`config.mk`:
```
export PLATFORM = sky130hd
export DESIGN_NAME = lpc_dma_engine
export DESIGN_NICKNAME = d
export VERILOG_FILES = /design/src/rtl/lpc_dma_pkg.sv /design/src/rtl/lpc_dma_hdr.sv /design/src/rtl/lpc_dma_seq.sv /design/src/rtl/lpc_dma_drv.sv /design/src/rtl/lpc_dma_engine.sv
export SDC_FILE = /design/constraint.sdc
export NUM_CORES = 1
export LEC_CHECK = 0
export CORE_ASPECT_RATIO = 1.2
export CORE_UTILIZATION = 40
export CTS_CLUSTER_SIZE = 25
export DETAILED_ROUTE_END_ITERATION = 16
export GPL_TIMING_DRIVEN = 0
export PLACE_DENSITY_LB_ADDON = 0.08
export SYNTH_ARGS = -nofsm -noshare
export SYNTH_HDL_FRONTEND = slang
export SYNTH_SLANG_ARGS = --single-unit
export TNS_END_PERCENT = 10
```
`constraint.sdc`:
```
create_clock -name clk -period 1.5 [get_ports clk]
set_clock_uncertainty 0.2 [all_clocks]
set_input_delay 0.225 -clock clk [delete_from_list [all_inputs] [get_ports clk]]
set_output_delay 0.225 -clock clk [all_outputs]
set_load 0.05 [all_outputs]
```
`src/rtl/lpc_dma_pkg.sv`:
```
package lpc_dma_pkg;

  typedef enum logic [3:0] {
    ST_IDLE,
    ST_CYC,
    ST_CHAN,
    ST_SIZE,
    ST_RLO,
    ST_RHI,
    ST_HTA0,
    ST_HTA1,
    ST_SYNC,
    ST_WLO,
    ST_WHI,
    ST_PTA0,
    ST_PTA1
  } seq_st_e;

  typedef struct packed {
    logic wr;   // 1: peripheral to host
    logic tc;   // terminal count held from channel nibble
    logic two;  // two-byte transfer
  } hdr_t;

  localparam logic [3:0] NIB_START     = 4'h0;
  localparam logic [3:0] NIB_HIGH      = 4'hF;
  localparam logic [3:0] SYNC_MORE     = 4'h9;
  localparam logic [3:0] SYNC_LAST     = 4'h0;
  localparam logic [3:0] SYNC_LAST_ERR = 4'hA;
  localparam logic [1:0] CYC_DMA       = 2'b10;
  localparam logic [1:0] SIZE_TWO      = 2'b01;

endpackage

```
`src/rtl/lpc_dma_hdr.sv`:
```
module lpc_dma_hdr
  import lpc_dma_pkg::*;
#(
  parameter int unsigned CH_W = 3,
  parameter logic [CH_W-1:0] CHAN_ID = '0
) (
  input  logic       clk,
  input  logic       rst_n,
  input  logic [3:0] lad_in,
  input  logic       cap_cyc,
  input  logic       cap_chan,
  input  logic       cap_size,
  output hdr_t       hdr,
  output logic       chan_ok
);

  hdr_t hdr_q, hdr_d;

  assign chan_ok = (lad_in[CH_W-1:0] == CHAN_ID);

  always_comb begin
    hdr_d = hdr_q;
    if (cap_cyc)  hdr_d.wr  = lad_in[1];
    if (cap_chan) hdr_d.tc  = lad_in[3];
    if (cap_size) hdr_d.two = (lad_in[1:0] == SIZE_TWO);
  end

  always_ff @(posedge clk or negedge rst_n) begin
    if (!rst_n) hdr_q <= '0;
    else if (cap_cyc || cap_chan || cap_size) hdr_q <= hdr_d;
  end

  assign hdr = hdr_q;

endmodule

```
`src/rtl/lpc_dma_seq.sv`:
```
module lpc_dma_seq
  import lpc_dma_pkg::*;
#(
  parameter int unsigned MAX_BYTES = 2,
  localparam int unsigned CNT_W = $clog2(MAX_BYTES + 1)
) (
  input  logic       clk,
  input  logic       rst_n,
  input  logic       lframe_n,
  input  logic [3:0] lad_in,
  input  hdr_t       hdr,
  input  logic       chan_ok,
  output seq_st_e    state,
  output logic       cap_cyc,
  output logic       cap_chan,
  output logic       cap_size,
  output logic [7:0] wr_data,
  output logic       wr_push,
  output logic       rd_pop,
  output logic       tc_out
);

  seq_st_e          st_q, st_d;
  logic [CNT_W-1:0] idx_q, idx_d, nb;
  logic [3:0]       lo_q, lo_d;
  logic [7:0]       data_q, data_d;
  logic             push_q, push_d, tc_q, tc_d, last_byte;

  assign nb        = hdr.two ? CNT_W'(2) : CNT_W'(1);
  assign last_byte = (idx_q == nb - CNT_W'(1));
  assign cap_cyc   = (st_q == ST_CYC) && lframe_n;
  assign cap_chan  = (st_q == ST_CHAN);
  assign cap_size  = (st_q == ST_SIZE);

  always_comb begin
    st_d   = st_q;
    idx_d  = idx_q;
    lo_d   = lo_q;
    data_d = data_q;
    push_d = 1'b0;
    tc_d   = 1'b0;
    case (st_q)
      ST_IDLE: if (!lframe_n && lad_in == NIB_START) st_d = ST_CYC;
      ST_CYC: begin
        if (!lframe_n)                   st_d = (lad_in == NIB_START) ? ST_CYC : ST_IDLE;
        else if (lad_in[3:2] == CYC_DMA) st_d = ST_CHAN;
        else                             st_d = ST_IDLE;
      end
      ST_CHAN: st_d = chan_ok ? ST_SIZE : ST_IDLE;
      ST_SIZE: begin
        idx_d = '0;
        st_d  = hdr.wr ? ST_HTA0 : ST_RLO;
      end
      ST_RLO: begin
        lo_d = lad_in;
        st_d = ST_RHI;
      end
      ST_RHI: begin
        data_d = {lad_in, lo_q};
        push_d = 1'b1;
        tc_d   = hdr.tc && last_byte;
        st_d   = ST_HTA0;
      end
      ST_HTA0: st_d = ST_HTA1;
      ST_HTA1: st_d = ST_SYNC;
      ST_SYNC: begin
        if (hdr.wr) st_d = ST_WLO;
        else begin
          idx_d = idx_q + CNT_W'(1);
          st_d  = ST_PTA0;
        end
      end
      ST_WLO: st_d = ST_WHI;
      ST_WHI: begin
        tc_d  = hdr.tc && last_byte;
        idx_d = idx_q + CNT_W'(1);
        st_d  = last_byte ? ST_PTA0 : ST_SYNC;
      end
      ST_PTA0: st_d = ST_PTA1;
      ST_PTA1: st_d = (idx_q < nb) ? ST_RLO : ST_IDLE;
      default: st_d = ST_IDLE;
    endcase
  end

  always_ff @(posedge clk or negedge rst_n) begin
    if (!rst_n) begin
      st_q   <= ST_IDLE;
      idx_q  <= '0;
      lo_q   <= '0;
      data_q <= '0;
      push_q <= 1'b0;
      tc_q   <= 1'b0;
    end else begin
      st_q   <= st_d;
      idx_q  <= idx_d;
      push_q <= push_d;
      tc_q   <= tc_d;
      if (st_q == ST_RLO) lo_q   <= lo_d;
      if (push_d)         data_q <= data_d;
    end
  end

  assign state   = st_q;
  assign wr_data = data_q;
  assign wr_push = push_q;
  assign tc_out  = tc_q;
  assign rd_pop  = (st_q == ST_WHI);

  // one push per byte
  a_r5_push_single: assert property (@(posedge clk) disable iff (!rst_n)
    wr_push |=> !wr_push);
  // terminal count only when the held flag was set
  a_r8_tc_needs_flag: assert property (@(posedge clk) disable iff (!rst_n)
    tc_out |-> $past(hdr.tc));
  // terminal count is a single clock
  a_r8_tc_single: assert property (@(posedge clk) disable iff (!rst_n)
    tc_out |=> !tc_out);
  // byte counter never passes the selected size
  a_r4_idx_bound: assert property (@(posedge clk) disable iff (!rst_n)
    idx_q <= nb);

endmodule

```
`src/rtl/lpc_dma_drv.sv`:
```
module lpc_dma_drv
  import lpc_dma_pkg::*;
(
  input  logic       clk,
  input  logic       rst_n,
  input  seq_st_e    state,
  input  logic [7:0] rd_data,
  input  logic       end_req,
  input  logic       err_req,
  output logic [3:0] lad_out,
  output logic       lad_oe
);

  logic [3:0] sync_code;

  always_comb begin
    if (!end_req)     sync_code = SYNC_MORE;
    else if (err_req) sync_code = SYNC_LAST_ERR;
    else              sync_code = SYNC_LAST;
  end

  always_comb begin
    lad_oe  = 1'b1;
    lad_out = NIB_HIGH;
    case (state)
      ST_SYNC: lad_out = sync_code;
      ST_WLO:  lad_out = rd_data[3:0];
      ST_WHI:  lad_out = rd_data[7:4];
      ST_PTA0: lad_out = NIB_HIGH;
      default: lad_oe  = 1'b0;
    endcase
  end

  // a SYNC clock carries only a legal code
  a_r7_sync_legal: assert property (@(posedge clk) disable iff (!rst_n)
    (state == ST_SYNC) |-> (lad_oe && (lad_out == SYNC_MORE || lad_out == SYNC_LAST ||
                                       lad_out == SYNC_LAST_ERR)));
  // the engine releases the bus after driving high
  a_r6_release: assert property (@(posedge clk) disable iff (!rst_n)
    (state == ST_PTA0) |=> !lad_oe);

endmodule

```
`src/rtl/lpc_dma_engine.sv`:
```
module lpc_dma_engine
  import lpc_dma_pkg::*;
#(
  parameter int unsigned CH_W = 3,
  parameter logic [CH_W-1:0] CHAN_ID = 3'd5,
  parameter int unsigned MAX_BYTES = 2
) (
  input  logic       clk,
  input  logic       rst_n,
  input  logic       lframe_n,
  input  logic [3:0] lad_in,
  output logic [3:0] lad_out,
  output logic       lad_oe,
  input  logic       end_req,
  input  logic       err_req,
  input  logic [7:0] rd_data,
  output logic       rd_pop,
  output logic [7:0] wr_data,
  output logic       wr_push,
  output logic       tc_out
);

  logic [1:0] rst_sync_q;
  logic       rst_i;
  hdr_t       hdr;
  logic       chan_ok, cap_cyc, cap_chan, cap_size;
  seq_st_e    state;

  always_ff @(posedge clk or negedge rst_n) begin
    if (!rst_n) rst_sync_q <= 2'b00;
    else        rst_sync_q <= {rst_sync_q[0], 1'b1};
  end
  assign rst_i = rst_sync_q[1];

  lpc_dma_hdr #(.CH_W(CH_W), .CHAN_ID(CHAN_ID)) u_hdr (
    .clk(clk), .rst_n(rst_i), .lad_in(lad_in),
    .cap_cyc(cap_cyc), .cap_chan(cap_chan), .cap_size(cap_size),
    .hdr(hdr), .chan_ok(chan_ok)
  );

  lpc_dma_seq #(.MAX_BYTES(MAX_BYTES)) u_seq (
    .clk(clk), .rst_n(rst_i), .lframe_n(lframe_n), .lad_in(lad_in),
    .hdr(hdr), .chan_ok(chan_ok), .state(state),
    .cap_cyc(cap_cyc), .cap_chan(cap_chan), .cap_size(cap_size),
    .wr_data(wr_data), .wr_push(wr_push), .rd_pop(rd_pop), .tc_out(tc_out)
  );

  lpc_dma_drv u_drv (
    .clk(clk), .rst_n(rst_i), .state(state), .rd_data(rd_data),
    .end_req(end_req), .err_req(err_req), .lad_out(lad_out), .lad_oe(lad_oe)
  );

  // a source byte is consumed only while the engine drives it
  a_r6_pop_driving: assert property (@(posedge clk) disable iff (!rst_i)
    rd_pop |-> lad_oe);
  // a push never happens in the write direction
  a_r5_push_read_only: assert property (@(posedge clk) disable iff (!rst_i)
    wr_push |-> !hdr.wr);
  // host-owned fields are never driven
  a_r10_host_quiet: assert property (@(posedge clk) disable iff (!rst_i)
    (state == ST_CYC || state == ST_CHAN || state == ST_SIZE || state == ST_RLO ||
     state == ST_RHI || state == ST_HTA0 || state == ST_HTA1) |-> !lad_oe);

endmodule

```
==> results.txt, run 1 <==
outcome = complete, but fails checks
failing checks = setup timing
Critical Path Stages = 6
dpl hpwl = 2040 um
P_leak = 0.840 nW
Worst setup SP type = flip-flop
Yosys warnings = 0
syn nets = 134
GR Overflow Total = 0
period utilization = 130%
RSZ-0062 raised after global routing = yes
CTS Buf Count = 3
commonest non-fill, non-tap cell in the layout = dfrtp_1
Routed wire per std cell = 14.6 um
clock latency on the worst-skew pair = 0.32 ns
initial antenna violation count = 0
Synth-to-Final Area Change = 44.4%
worst min path class = reg -> reg
Most Used Layer, Global Route = met2
drt drc = 0
Post-Synth XOR/XNOR Area = 0%
die area = 0.00356 mm2
fraction of layout cells with a size suffix above 1 = 49.1%
CTS tree = done
Hold Path End = rst_sync_q[1]$_DFF_PN0_
Fmax = 513 MHz
critical path's slowest cell = dfrtp_2
total power draw = 3.72 mW
Distinct cells, synth = 36
max_slew headroom = 37.2%
Mapped Cells = 115
GPL Wtd Cong = 0.805
Via-to-Cell Ratio = 5.21
R2R Path End = u_seq.state[0]$_DFFE_PN0P_
total negative slack = -4.87 ns
Hold Path Cell Cnt = 0
Worst setup EP type = output pin
peak supply drop = 1220 uV
worst hold start = rst_sync_q[0]$_DFF_PN0_
Final Hold Vio Count = 0
Worst Tran Pin Value = 0.942 ns
largest net degree at the start of global routing = 24
overall global routing resource usage = 18.9%
Reg clk slew, reported paths = 0.14 ns
core area = 0.00311 mm2
Clock Sinks = 25
first-pass GRT wire length = 4910 um
Adder-Cell Fraction of Synth Area = 1.88%
final wirelength = 2880 um
crit-path most repeated cell = buf_8
total of max-cap violations = 0
Root Driver = clkbuf_4
num ports = 33
Tmin final = 1.95 ns
ant diodes = 0
fin nets = 181
IO Port Bufs = 32
starting DRC count in detailed routing = 18
CTS Buffer Depth = 2
FF-to-FF Start = u_seq.idx_q[0]$_DFFE_PN0P_
Avg Inst Size Synth = 11.6 um2
post-synthesis sequential area ratio = 47.0%
Vias = 1026
Rows = 22
Synth Area in Compound Gates = 12.0%
M3 GR Usage = 2.78%
Die W = 54.6 um
GR Layer Usage met2 = 30.3%
PwrDens = 1940 mW/mm2
Synth Register Bits = 25
simple-gate share of the synthesized area = 19.6%
r2r worst-path depth = 5
Mapped Area = 0.00133 mm2
CP top delay family = flip-flops
H-Tree Level Count = 1
met1 Use GR = 25.0%
r2r setup slk = -0.33 ns
WP buf/inv = 2
main combinational cell family by area after synthesis = simple AND/OR/NAND/NOR gates
vias in the first global route = 1080
worst path cell trace = buf_8 > nor3b_2 > a21oi_2 > o22ai_2 > nand2_4 > buf_8
initial core utilization = 42.8%
Synth area leaders = dfrtp_1 (47%), mux2_2 (10%), mux2_1 (3.4%), nand2_1 (3.1%), nand2b_4 (3.1%)
Crit path required time = 1.07 ns
chip height = 65.2 um
post-synthesis mux area share = 14.3%
Worst Path Arrival = 1.52 ns
Setup Viol. Count Final = 27
kind of critical path = reg -> out
area leader, netlist = dfrtp_1
post-synth top area share = 47.0%
fin. max-slew vios = 0
1st-pass router iterations = 4
worst-path fanout max = 10
commonest non-fill, non-tap cells in the layout = dfrtp_1 (21), clkdlybuf4s50_1 (16), mux2_2 (11)
slowest stage delay, CP = 0.45 ns
antenna viol nets, final = 0
worst setup margin = -0.449 ns
-- cells by family after synthesis --
logic type | after synthesis
compound gates | 21
fa+ha+maj | 2
buf+inv | 10
flops | 25
mux | 17
other cells | 1
simple gates | 39
-- Yosys cell counts --
cell,count
a211o_1,1
a21o_1,1
a21oi_1,4
a21oi_2,1
a221o_1,1
a221oi_2,1
a2bb2oi_2,1
buf_2,1
buf_4,1
buf_6,3
conb_1,1
dfrtp_1,25
ha_1,2
inv_1,5
mux2_1,4
mux2_2,12
mux2i_1,1
nand2_1,11
nand2b_1,2
nand2b_4,3
nand3b_1,1
nand4b_1,1
nor2_1,5
nor2_2,3
nor2_8,1
nor2b_1,3
nor3_1,3
nor3_4,1
nor3b_1,1
nor4_1,2
nor4b_2,1
o21ai_0,5
o22ai_1,4
o31a_1,1
o32ai_2,1
or3_1,1
-- registers in the layout, summed over array words and instances (netlist names) --
name / cells
u_seq.wr_data: 8
u_seq.lo_q: 4
u_seq.state: 4
u_hdr.hdr: 3
rst_sync_q: 2
u_seq.idx_q: 2
u_seq.tc_out: 1
u_seq.wr_push: 1
-- layer usage --
metal  wire, um  vias to the layer above
met5          0                        -
met4         45                        0
met3         69                        5
met2       1520                       15
met1       1250                      505
li1           -                      501
-- worst max-delay path by stage --
stage                                          start         end  slack [ns]
after CTS                 u_seq.state[1]$_DFFE_PN0P_  lad_out[3]       -0.45
after floorplan           u_seq.state[2]$_DFFE_PN0P_  lad_out[2]       -0.29
after detailed placement                     end_req  lad_out[3]       -0.88
after global placement                       end_req  lad_out[3]       -0.86
final                     u_seq.state[1]$_DFFE_PN0P_  lad_out[3]       -0.45
after global routing      u_seq.state[1]$_DFFE_PN0P_  lad_out[3]       -0.51
-- what timing repair did --
item                       4_1_cts  5_1_grt
hold endpoints to repair         2        0
resized for setup               93       18
pin swaps                        8        3
setup endpoints to repair       36       37
gates cloned                     0        0
hold buffers                     1        0
buffers inserted                 8        2
-- per-stage QoR --
stage | hold WS, ns | cells | instance area [um2] | util [%] | setup WS, ns
5_1_grt | 0.202 | 197 | 1920 | 61.7 | -0.514
3_5_place_dp | 0.152 | 183 | 1740 | 56.0 | -0.883
2_1_floorplan | -0.271 | 115 | 1380 | - | -0.291
6_report | 0.180 | 197 | 1920 | 61.7 | -0.449
3_3_place_gp | 0.138 | 183 | 1740 | 56.0 | -0.863
4_1_cts | 0.187 | 196 | 1930 | 62.2 | -0.452
-- area by class of cell --
type	count	area (um2)
timing repair buffer	43	403
buffer	4	48.8
sequential	25	631
clock buffer	4	26.3
fill	264	1190
inverter	5	22.5
tap	36	45.0
multi-input combinational	80	744
-- power breakdown --
part           switching [mW]  total (mW)  internal (mW)
Clock                   0.198       0.303          0.104
Combinational            1.29        2.26          0.970
Sequential              0.199        1.15          0.955
Total                    1.69        3.72           2.03
(Power assumes the default switching activity.)
==> run 2: changes to the inputs <==
--- a/config.mk
+++ b/config.mk
@@ -6,6 +6,7 @@
 export NUM_CORES = 1
 export LEC_CHECK = 0
 export CORE_ASPECT_RATIO = 1.2
+export CORE_MARGIN = 2
 export CORE_UTILIZATION = 40
 export CTS_CLUSTER_SIZE = 25
 export DETAILED_ROUTE_END_ITERATION = 16
==> run 2 against run 1 <==
  * The run still ends with setup timing left
  * Clock power decreased by 2%
  * Via count increased by 0.78%
  * Sequential power about the same
  * Clock-buffer cell count decreased by 1
  * Critical endpoint unchanged
  * Largest cell class unchanged
==> results.txt, run 2 (same netlist as run 1, synthesis figures left out) <==
H-Tree Level Count = 1 (unchanged)
CTS tree = done
Pint = 2.12 mW (+4.6%)
num ports = 33 (unchanged)
Fmax = 513 MHz (about the same)
Vias = 1034 (+0.78%)
first-pass GRT wire length = 5180 um (+5.5%)
Root Driver = clkbuf_4
failing checks = setup timing
Worst setup EP type = output pin
IO Port Bufs = 32 (unchanged)
Tmin final = 1.95 ns (-0.000478 ns)
kind of critical path = reg -> out
Die W = 56.6 um (+3.7%)
drt drc = 0 (unchanged)
antenna viol nets, final = 0 (unchanged)
register area = 631 um2 (unchanged)
Rows = 22 (unchanged)
starting DRC count in detailed routing = 9 (-9)
Worst setup SP type = flip-flop
worst min path class = reg -> reg
ant diodes = 0 (unchanged)
P_leak = 0.864 nW (+2.9%)
max_slew headroom = 39.1% (+1.9 points)
Clock Sinks = 25 (unchanged)
Hold Path Cell Cnt = 0 (unchanged)
peak supply drop = 1230 uV (+0.96%)
Reg clk slew, reported paths = 0.14 ns (about the same)
total power draw = 3.82 mW (+2.8%)
Setup WS pre-CTS = -0.902 ns (-0.0186 ns)
die area = 0.00380 mm2 (+6.8%)
Crit path required time = 1.07 ns (about the same)
period utilization = 130% (about the same)
Routed wire per std cell = 15.1 um (+3.1%)
Via-to-Cell Ratio = 5.20 (-0.23%)
initial core utilization = 42.8% (unchanged)
Setup Viol. Count Final = 27 (unchanged)
clock latency on the worst-skew pair = 0.32 ns (about the same)
core area = 0.00311 mm2 (unchanged)
outcome = complete, but fails checks
Worst Path Arrival = 1.52 ns (about the same)
CTS Buf Count = 3 (unchanged)
total of max-cap violations = 0 (unchanged)
Sw Pwr = 1.70 mW (+0.57%)
GPL Wtd Cong = 0.825 (+2.5%)
RSZ-0062 raised after global routing = yes
CTS Buffer Depth = 2 (unchanged)
GR Overflow Total = 0 (unchanged)
fillers = 261 (-1.1%)
Worst Tran Pin Value = 0.914 ns (-0.0283 ns)
placed cells = 183 (unchanged)
r2r worst-path depth = 5 (unchanged)
fraction of layout cells with a size suffix above 1 = 50.3% (+1.2 points)
commonest non-fill, non-tap cell in the layout = dfrtp_1
Final Hold Vio Count = 0 (unchanged)
area of the multi-input gates = 749 um2 (+0.67%)
worst-path fanout max = 5 (-5)
dpl hpwl = 2100 um (+2.8%)
Reg power frac = 30.3% (-0.8 points)
worst setup margin = -0.449 ns (+0.000478 ns)
FF-to-FF Start = u_seq.idx_q[0]$_DFFE_PN0P_
initial antenna violation count = 0 (unchanged)
PwrDens = 1920 mW/mm2 (-0.86%)
commonest non-fill, non-tap cells in the layout = dfrtp_1 (21), clkdlybuf4s50_1 (16), mux2_2 (12)
number of flip-flops in the largest register = 8 (unchanged)
fin nets = 183 (+1.1%)
fin. max-slew vios = 0 (unchanged)
chip height = 67.2 um (+3.1%)
Synth-to-Final Area Change = 49.7%
1st-pass router iterations = 4 (unchanged)
largest net degree at the start of global routing = 24 (unchanged)
switch share = 44.4% (-0.97 points)
vias in the first global route = 1142 (+5.7%)
Comb pwr share = 61.9% (+1.1 points)
final wirelength = 3000 um (+4.2%)
overall global routing resource usage = 17.6% (-1.2 points)
worst hold start = rst_sync_q[0]$_DFF_PN0_
non-filler cells, final = 199 (+1.0%)
Clock power frac = 7.8% (-0.3 points)
crit path from = u_seq.state[1]$_DFFE_PN0P_
## run 2: changes by cell type in the layout (fill, tap and decap cells not counted), sizes merged
cell	change
clkbuf	-1
buf	-2
bufbuf	+1
clkinv	+1
clkdlybuf4s15	+3
## run 2: worst paths after layout
kind / end / slack [ns]
worst min-delay path: rst_sync_q[1]$_DFF_PN0_ / 0.18
min in group asynchronous: u_seq.wr_data[7]$_DFFE_PN0P_ / 0.19
max in group asynchronous: u_seq.state[0]$_DFFE_PN0P_ / 0.28
worst min register to register: rst_sync_q[1]$_DFF_PN0_ / 0.18
worst max register to register: u_seq.state[0]$_DFFE_PN0P_ / -0.32
worst max-delay path: lad_out[3] / -0.45
## run 2: power groups by stage
stage / Clock (mW) / Sequential [mW] / Combinational, mW
after floorplan: 0 / 1.56 / 1.14
final: 0.298 / 1.16 / 2.36
after CTS: 0.318 / 1.15 / 2.31
after detailed placement: 0 / 1.17 / 2.07
after global placement: 0 / 1.16 / 2.06
after global routing: 0.346 / 1.20 / 2.53
## run 2: layout make-up
class                      count  area share, %
multi-input combinational     80           37.6
tap                           36           2.26
buffer                         4           2.45
clock buffer                   3           1.13
clock inverter                 1          0.251
timing repair buffer          45           23.4
sequential                    25           31.7
inverter                       5           1.13
## run 2: per-stage QoR
step	util [%]	TNS [ns]	hold slack, ns	cell area, um2
floorplan	-	-1.65	-0.271	1380
global placement	56.0	-7.11	0.138	1740
detailed placement	56.0	-7.14	0.152	1740
CTS	62.6	-4.87	0.189	1950
global route	64.0	-6.90	0.197	1990
finish	64.0	-4.77	0.179	1990
## run 2: per-layer routing
metal | routed length (um) | vias to the layer above | GRT usage, %
li1 | - | 501 | -
met1 | 1260 | 513 | 20.9
met2 | 1630 | 16 | 32.4
met3 | 72 | 4 | 2.68
met4 | 36 | 0 | 6.25
met5 | 0 | - | 0
## run 2: what timing repair did
| item | 4_1_cts | 5_1_grt |
|---|---|---|
| hold buffers | 1 | 0 |
| setup endpoints to repair | 37 | 37 |
| gates resized for setup | 89 | 14 |
| cloned | 1 | 0 |
| endpoints found under the hold margin | 2 | 0 |
| pin swaps | 7 | 5 |
| setup buffers | 7 | 4 |
## run 2: worst max-delay path, stage by stage (launching register included)
cell,delay [ns]
dfrtp_2,0.46
buf_8,0.14
nor3b_4,0.18
a21oi_2,0.05
o22ai_2,0.17
nand2_4,0.06
buf_8,0.15
==> run 3: changes to the inputs <==
--- a/config.mk
+++ b/config.mk
@@ -8,9 +8,9 @@
 export CORE_ASPECT_RATIO = 1.2
 export CORE_MARGIN = 2
 export CORE_UTILIZATION = 40
+export CTS_BUF_LIST = sky130_fd_sc_hd__clkbuf_4 sky130_fd_sc_hd__clkbuf_8
 export CTS_CLUSTER_SIZE = 25
 export DETAILED_ROUTE_END_ITERATION = 16
-export GPL_TIMING_DRIVEN = 0
 export PLACE_DENSITY_LB_ADDON = 0.08
 export SYNTH_ARGS = -nofsm -noshare
 export SYNTH_HDL_FRONTEND = slang
==> run 3 against run 2 <==
  * The flow still finishes with violations (setup timing)
  * Register-to-register slack hardly changed
  * Total power increased by 22%
  * Sequential share of layout area is 4.6 points lower
  * Utilization grew 11 points
  * First-iteration DRC count grew 140%
  * Critical path depth unchanged
  * Combinational power is 32% higher
  * Largest cell class unchanged
  * Highest routed layer unchanged
==> results.txt, run 3 (same netlist as run 1, synthesis figures left out) <==
initial core utilization = 42.8% (unchanged)
Setup Viol. Count Final = 27 (unchanged)
RSZ-0062 raised after global routing = yes
design area = 0.00232 mm2 (+17%)
Final Hold Vio Count = 0 (unchanged)
Core Util, Final = 74.7% (+11 points)
Reg clk slew, reported paths = 0.14 ns (about the same)
CTS Buf Count = 3 (unchanged)
r2r setup slk = -0.33 ns (about the same)
period utilization = 125% (-5.2 points)
Die W = 56.6 um (unchanged)
fillers = 201 (-23%)
fin. max-slew vios = 0 (unchanged)
Crit path required time = 1.07 ns (about the same)
CTS tree = done
vias in the first global route = 1258 (+10%)
total of max-cap violations = 0 (unchanged)
H-Tree Level Count = 1 (unchanged)
worst setup margin = -0.370 ns (+0.0785 ns)
FF-to-FF Start = u_seq.state[1]$_DFFE_PN0P_
register area = 629 um2 (-0.20%)
GPL Wtd Cong = 0.772 (-6.3%)
ant diodes = 0 (unchanged)
dpl hpwl = 2430 um (+16%)
failing checks = setup timing
Routed wire per std cell = 15.5 um (+3.1%)
CTS Buffer Depth = 2 (unchanged)
first-pass GRT wire length = 5800 um (+12%)
total power draw = 4.66 mW (+22%)
antenna viol nets, final = 0 (unchanged)
starting DRC count in detailed routing = 22 (+13)
Fmax = 535 MHz (+4.2%)
largest net degree at the start of global routing = 24 (unchanged)
Worst setup SP type = flip-flop
fin nets = 206 (+13%)
1st-pass router iterations = 4 (unchanged)
Root Driver = clkbuf_4
r2r worst-path depth = 5 (unchanged)
Vias = 1151 (+11%)
number of flip-flops in the largest register = 8 (unchanged)
commonest non-fill, non-tap cells in the layout = buf_4 (33), dfrtp_1 (22), clkdlybuf4s50_1 (16)
num ports = 33 (unchanged)
IO Port Bufs = 32 (unchanged)
Synth-to-Final Area Change = 74.8%
Tmin final = 1.87 ns (-0.0785 ns)
hold_ws = 0.0300 ns (-0.149 ns)
final wirelength = 3450 um (+15%)
Clock Sinks = 25 (unchanged)
peak supply drop = 1930 uV (+57%)
core area = 0.00311 mm2 (unchanged)
placed instance area = 0.00204 mm2 (+17%)
Via-to-Cell Ratio = 5.18 (-0.22%)
GR Overflow Total = 0 (unchanged)
worst-path fanout max = 6 (+1)
non-filler cells, final = 222 (+12%)
PwrDens = 2000 mW/mm2 (+4.4%)
clock latency on the worst-skew pair = 0.32 ns (about the same)
area of the multi-input gates = 803 um2 (+7.2%)
Rows = 22 (unchanged)
commonest non-fill, non-tap cell in the layout = buf_4
Worst setup EP type = output pin
kind of critical path = reg -> out
initial antenna violation count = 0 (unchanged)
outcome = complete, but fails checks
die area = 0.00380 mm2 (unchanged)
placed cells = 205 (+12%)
chip height = 67.2 um (unchanged)
P_leak = 1.04 nW (+21%)
worst min path class = reg -> async
R2R Path End = u_seq.lo_q[0]$_DFFE_PN0N_
drt drc = 0 (unchanged)
fraction of layout cells with a size suffix above 1 = 60.2% (+9.9 points)
overall global routing resource usage = 19.9% (+2.3 points)
Worst Path Arrival = 1.45 ns (-0.07 ns)
-- run 3: cell count changes in the layout (fill, tap and decap cells not counted), moves of 2 or more --
cell	previous run	this run
buf_4	9	33
buf_12	1	15
clkdlybuf4s15_2	7	0
mux2_4	0	4
buf_2	3	0
buf_6	9	7
buf_8	2	0
mux2_1	4	2
mux2_2	12	10
o21ai_2	0	2
o22ai_4	0	2
-- run 3: routing by layer --
layer / part of all wire, % / vias to the layer above / global-route usage (%)
met3: 3.1 / 9 / 3.26
li1: - / 550 / -
met1: 40 / 569 / 23.0
met5: 0 / - / 0
met2: 54 / 23 / 35.9
met4: 2.3 / 0 / 9.52
-- run 3: layout make-up --
class | count | area share [%]
clock buffers | 3 | 0.969
clock inverters | 1 | 0.215
inverters | 5 | 0.969
multi-input cells | 80 | 34.6
flip-flops and latches | 25 | 27.1
well taps | 36 | 1.94
repair buffers | 72 | 34.3
-- run 3: repair_timing --
| item | in CTS | in global routing |
|---|---|---|
| pin swaps | 10 | 3 |
| endpoints found under the hold margin | 2 | 0 |
| hold buffers | 1 | 0 |
| buffers inserted | 11 | 1 |
| gates resized for setup | 33 | 5 |
| endpoints found under the setup margin | 27 | 27 |
-- run 3: report_power, final --
| group | leakage [nW] | total (mW) | internal, mW | switching (mW) |
|---|---|---|---|---|
| clock network | 0.0177 | 0.299 | 0.0998 | 0.199 |
| logic | 0.718 | 3.12 | 1.67 | 1.45 |
| registers | 0.307 | 1.24 | 0.957 | 0.281 |
-- run 3: worst max path at each step --
stage                                           from          to  slack [ns]  depth (start not counted)
after CTS                 u_seq.state[1]$_DFFE_PN0P_      rd_pop       -0.38                          6
after global routing      u_seq.state[1]$_DFFE_PN0P_      rd_pop       -0.44                          6
after detailed placement                     end_req  lad_out[3]       -0.41                          6
after floorplan           u_seq.state[2]$_DFFE_PN0P_  lad_out[2]       -0.29                          4
after global placement                       end_req  lad_out[3]       -0.33                          6
final                     u_seq.state[1]$_DFFE_PN0P_      rd_pop       -0.37                          6
-- run 3: critical path, cell delays in order (launching register included) --
cell and delay, ns:
dfrtp_2 0.46, buf_6 0.14, buf_6 0.11, nand2b_4 0.05
buf_6 0.12, nor2_4 0.11, buf_12 0.14
-- run 3: per-stage QoR --
| stage | setup TNS, ns | setup slack [ns] |
|---|---|---|
| CTS | -6.13 | -0.377 |
| detailed placement | -5.12 | -0.407 |
| global placement | -4.57 | -0.326 |
| global route | -8.10 | -0.439 |
| floorplan | -1.65 | -0.291 |
| finish | -6.36 | -0.370 |
